$ cat config.mk
export PLATFORM = sky130hd
export DESIGN_NAME = ifetch_unit
export DESIGN_NICKNAME = d
export VERILOG_FILES = /design/src/rtl/ifetch_pkg.sv /design/src/rtl/ifetch_imem.sv /design/src/rtl/ifetch_offset.sv /design/src/rtl/ifetch_next.sv /design/src/rtl/ifetch_unit.sv
export SDC_FILE = /design/constraint.sdc
export NUM_CORES = 2
export LEC_CHECK = 0
export BUFFER_PORTS_ARGS = -buffer_cell sky130_fd_sc_hd__clkbuf_2
export CAP_MARGIN = 20
export CELL_PAD_IN_SITES_DETAIL_PLACEMENT = 1
export CELL_PAD_IN_SITES_GLOBAL_PLACEMENT = 1
export CORE_MARGIN = 4
export CORE_UTILIZATION = 55
export CTS_CLUSTER_DIAMETER = 200
export CTS_CLUSTER_SIZE = 30
export DETAILED_ROUTE_END_ITERATION = 7
export GPL_TIMING_DRIVEN = 0
export MAX_ROUTING_LAYER = met4
export PLACE_DENSITY = 0.79
export SLEW_MARGIN = 40
export SYNTH_ARGS = -nofsm -noshare
export SYNTH_HDL_FRONTEND = slang
export SYNTH_HIERARCHICAL = 1
export SYNTH_SLANG_ARGS = --single-unit
$ cat constraint.sdc
create_clock -name clk -period 6 [get_ports clk]
set_clock_uncertainty 0.2 [all_clocks]
set_input_delay 0.3 -clock clk [delete_from_list [all_inputs] [get_ports clk]]
set_output_delay 0.3 -clock clk [all_outputs]
set_load 0.01 [all_outputs]
$ cat src/rtl/ifetch_pkg.sv
package ifetch_pkg;
    localparam int unsigned IFU_AW  = 32;
    localparam int unsigned IFU_DW  = 32;
    localparam int unsigned IFU_IMM = 16;

    typedef struct packed {
        logic [IFU_AW-1:0] pc;
    } ifu_state_t;
endpackage

$ cat src/rtl/ifetch_imem.sv
module ifetch_imem #(
    parameter int unsigned DW    = 32,
    parameter int unsigned IDX_W = 6
) (
    input  logic             clk,
    input  logic             we,
    input  logic [IDX_W-1:0] waddr,
    input  logic [DW-1:0]    wdata,
    input  logic [IDX_W-1:0] raddr,
    output logic [DW-1:0]    rdata
);
    localparam int unsigned DEPTH = 1 << IDX_W;

    logic [DW-1:0] word_q [DEPTH];

    for (genvar w = 0; w < DEPTH; w++) begin : g_word
        logic [DW-1:0] word_d;
        always_comb begin
            word_d = word_q[w];
            if (we && (waddr == IDX_W'(w))) begin
                word_d = wdata;
            end
        end
        always_ff @(posedge clk) begin
            word_q[w] <= word_d;
        end
    end

    assign rdata = word_q[raddr];
endmodule

$ cat src/rtl/ifetch_offset.sv
module ifetch_offset #(
    parameter int unsigned AW    = 32,
    parameter int unsigned IMM_W = 16
) (
    input  logic [IMM_W-1:0] imm,
    output logic [AW-1:0]    byte_off
);
    localparam int unsigned EXT_W = AW - IMM_W - 2;

    assign byte_off = {{EXT_W{imm[IMM_W-1]}}, imm, 2'b00};
endmodule

$ cat src/rtl/ifetch_next.sv
module ifetch_next #(
    parameter int unsigned AW = 32
) (
    input  logic [AW-1:0] pc,
    input  logic [AW-1:0] byte_off,
    input  logic          br_sel,
    input  logic          zero_flag,
    output logic [AW-1:0] pc_next
);
    localparam logic [AW-1:0] WORD_BYTES = AW'(4);

    logic [AW-1:0] seq_pc;
    logic [AW-1:0] tgt_pc;
    logic          take;

    always_comb begin
        seq_pc  = pc + WORD_BYTES;
        tgt_pc  = seq_pc + byte_off;
        take    = br_sel & zero_flag;
        pc_next = take ? tgt_pc : seq_pc;
    end
endmodule

$ cat src/rtl/ifetch_unit.sv
module ifetch_unit
    import ifetch_pkg::*;
#(
    parameter int unsigned IDX_W = 6
) (
    input  logic              clk,
    input  logic              rst_n,
    input  logic              load_en,
    input  logic [IDX_W-1:0]  load_addr,
    input  logic [IFU_DW-1:0] load_data,
    input  logic              br_sel,
    input  logic              zero_flag,
    output logic [IFU_AW-1:0] pc_o,
    output logic [IFU_DW-1:0] instr_o
);
    localparam int unsigned IDX_LO = 2;
    localparam int unsigned IDX_HI = IDX_W + IDX_LO - 1;

    ifu_state_t        st_d, st_q;
    logic [IFU_AW-1:0] byte_off;
    logic [IFU_AW-1:0] pc_next;
    logic              store_we;

    assign store_we = load_en & ~rst_n;

    ifetch_imem #(.DW(IFU_DW), .IDX_W(IDX_W)) i_imem (
        .clk   (clk),
        .we    (store_we),
        .waddr (load_addr),
        .wdata (load_data),
        .raddr (st_q.pc[IDX_HI:IDX_LO]),
        .rdata (instr_o)
    );

    ifetch_offset #(.AW(IFU_AW), .IMM_W(IFU_IMM)) i_offset (
        .imm      (instr_o[IFU_IMM-1:0]),
        .byte_off (byte_off)
    );

    ifetch_next #(.AW(IFU_AW)) i_next (
        .pc        (st_q.pc),
        .byte_off  (byte_off),
        .br_sel    (br_sel),
        .zero_flag (zero_flag),
        .pc_next   (pc_next)
    );

    always_comb begin
        st_d    = st_q;
        st_d.pc = pc_next;
    end

    always_ff @(posedge clk or negedge rst_n) begin
        if (!rst_n) begin
            st_q <= '0;
        end else begin
            st_q <= st_d;
        end
    end

    assign pc_o = st_q.pc;
endmodule

==> metrics.yaml <==
track_usage_pct: 33.78
crit_required_ns: 6.40
placementRows: 141
yosys_register_bits: 2080
placed_area_mm2: 0.08856
seq_power_share_pct: 38.7
worst_pin_slew_ns: 1.074
ir_worst_vdd_v: 0.0003133
ys_types: 72
post-route-util_pct: 61.90
grt_pass1_wl_um: 354500
grt_max_degree: 65
rr_endpoint: "pc_o[30]$_DFF_PN0_"
cts_buffers: 79
end_kind: "flop"
finalCritPeriodShare_pct: 98.71
fmax_ghz: 0.1688
core_area_mm2: 0.1478
hpwl_um: 176300
nNetsFinal: 4386
die_x_um: 393.7
status: "completed"
rsz0062_at_grt: "no"
crit_type: "flop to flop"
p_sw_mw: 16.19
vias_per_cell: 7.083
cts.sinks: 2080
crit_path_max_fanout: 10
syn_area_mm2: 0.08183
ant_nets: 0
io_buffers: 106
fin_crit_ns: 5.922
drt-total-wl_um: 253300
syn_to_final_growth_pct: 11.83
fin_area_mm2: 0.09152
crit_slowest_cell: "dfrtp_4"
vias: 44359
yosys_warnings: 6
io_pins: 107
final_common_cell: "edfxtp_1"
drtIter0Drc: 7275
critical_path_arrival_ns: 6.32
cellPowerDensity_mw_per_mm2: 460.3
post-route-drc-count: 0
drv_slew: 0
synth_edf_count: 2048
maxCapViolCount: 0
async_flop_share_pct: 1.538
final_cell_mix: "2,048 x edfxtp_1, 451 x mux4_2, 130 x clkbuf_2"
combPwrFrac_pct: 45.5
grt_pass1_vias: 45563
hold_violations: 0
clockBufferDepth: 3
fin_ws_ns: 0.07756
internal_power_mw: 25.94
drt-wirelength-per-cell_um: 40.45
htreeDepth: 3
clkPwrFrac_pct: 15.8
cts_root_buffer: "clkbuf_16"
antenna_found_initial: 19
gp_congestion: 0.8847
ff2ff_path_depth: 19
r2r-start: "pc_o[2]$_DFF_PN0_"
drive_gt1_share_pct: 27.74
cts_tree: "done"
cp-endpoint: "pc_o[30]$_DFF_PN0_"
synth_cells: 3946
initial_utilization_pct: 55.35
tns_ns: 0
start_kind: "flop"
slew_headroom_pct: 28.43
place_ws_ns: -1.407
hp-class: "primary input to flop"
dieArea_mm2: 0.1550
worstSkewPairLatency_ns: 0.75
syn_avg_cell_area_um2: 20.74
grt_overflow_total: 0
clk_pin_slew_ns: 0.12
cp_slowest_stage_delay_ns: 0.60
first_pass_iters: 5
hold_slack_ns: 0.09451
reg2reg_slack_ns: 0.08
setup_violations: 0
ys.flop_type: "edfxtp_1"
fp.dieH_um: 393.7
leakage_nw: 28.78
yosysSeqAreaShare_pct: 76.13
worstSetupStartpoint: "pc_o[2]$_DFF_PN0_"
cp_cell_sequence: "buf_4, buf_8, buf_12, buf_8, mux4_2, a22oi_1, nand4_1, and3_1, buf_4, ha_1, buf_2, o211ai_1, a21oi_1, o2111ai_1, o211ai_1, nand2_1, o41ai_2, xnor2_1, a21oi_1"
p_sw_share_pct: 38.43
cell usage after synthesis (7+ instances only):
master    count  area, um2
o21ai_0      28      140.1
nor3_1       11      55.05
ha_1         40      500.5
edfxtp_1   2048      61500
a31oi_1      10      62.56
nand2b_1     13      81.33
clkbuf_1     91      341.6
nand3_1      81      405.4
o221ai_1     50      437.9
a21o_1       15      112.6
nand4_1      59      369.1
dfrtp_1      32      800.8
a22oi_1      53      397.9
xor2_1       21      183.9
o22a_1        7      61.31
xnor2_1      32      280.3
mux2i_1     128       1281
and3_1       22      137.6
a211oi_1     18      135.1
nor2b_1      25      156.4
mux4_2      451      10160
mux2_2       48      540.5
nand2_1     113      424.2
buf_4        55      412.9
buf_2        54      270.3
o22ai_1      72      450.4
o21bai_1      7      52.55
buf_6        10      112.6
buf_1        34      127.6
nand4b_1      7      61.31
a211o_1       8      70.07
a221o_1      24      240.2
nor2_1      135      506.7
inv_1        14      52.55
a21oi_1      64      320.3
state kept, by name (all words and copies together) (netlist names):
register / flops
i_imem/word_q: 2048
pc_o: 32
per-stage QoR:
| stage | power [mW] | cells |
|---|---|---|
| final | 42.13 | 6263 |
| after global placement | 34.14 | 5983 |
| after detailed placement | 34.74 | 6133 |
| after floorplan | 27.77 | 3947 |
| after global routing | 43.59 | 6258 |
| after CTS | 41.59 | 6236 |
critical path, delay by kind of cell, from the launching register on:
kind,cells,cell delay (ns)
AO/OA/AOI/OAI,7,1.58
buffers and inverters,6,1.28
AND/OR/NAND/NOR,3,1.10
adder cells (fa/ha/maj),1,0.26
flip-flops,1,0.60
multiplexers,1,0.54
XOR/XNOR,1,0.18
power groups by stage:
stage | Sequential (mW) | Combinational [mW] | Clock, mW
floorplan | 16.6 | 11.2 | 0
global placement | 16.6 | 17.5 | 0
detailed placement | 16.6 | 18.1 | 0
CTS | 16.3 | 18.5 | 6.73
global route | 16.3 | 19.9 | 7.30
finish | 16.3 | 19.1 | 6.66
cells by family (layout without fill, tap and decap cells):
kind of cell / count (synthesis) / in the layout / synth area share (%)
buffers and inverters: 261 / 628 / 1.657
XOR/XNOR: 53 / 53 / 0.5672
adder cells (fa/ha/maj): 41 / 41 / 0.6360
AND/OR/NAND/NOR: 493 / 494 / 2.928
multiplexers: 627 / 627 / 14.64
other: 1 / 20 / 0.004582
flip-flops: 2080 / 2080 / 76.13
AO/OA/AOI/OAI: 390 / 390 / 3.440
repair_timing:
| item | in CTS | in global routing |
|---|---|---|
| setup endpoints to repair | 29 | 14 |
| hold buffers | 5 | 5 |
| setup buffers | 3 | 4 |
| gates resized for setup | 96 | 81 |
| hold endpoints to repair | 38 | 121 |
| gates cloned | 1 | 0 |
| pin swaps | 4 | 3 |
area by class of cell:
class,count,area (um2)
flip-flops and latches,2080,62310
fillers,12131,56320
multi-input cells,1607,18960
repair buffers,276,3970
well taps,1930,2415
clock buffers,90,2103
plain buffers,243,1614
inverters,15,56.30
clock inverters,4,46.29
diodes,18,45.04
worst min path at each step:
stage / end / slack [ns] / cells after the start / startpoint
global placement: pc_o[0]$_DFF_PN0_ / 0.29 / 1 / rst_n
global route: i_imem/word_q[12][18]$_DFFE_PP_ / 0.1 / 1 / load_data[18]
floorplan: pc_o[0]$_DFF_PN0_ / -0.20 / 0 / rst_n
finish: i_imem/word_q[16][30]$_DFFE_PP_ / 0.09 / 1 / load_data[30]
detailed placement: pc_o[1]$_DFF_PN0_ / 0.14 / 1 / rst_n
CTS: i_imem/word_q[12][18]$_DFFE_PP_ / 0.04 / 1 / load_data[18]
layer usage:
layer | share of wire [%] | track usage (%) | vias up
met5 | 0 | - | -
met4 | 6.3 | 16.89 | 0
met3 | 12 | 8.262 | 639
met2 | 48 | 51.67 | 3343
met1 | 34 | 42.86 | 23297
li1 | - | - | 17080
Power figures use the tool's default switching activity.
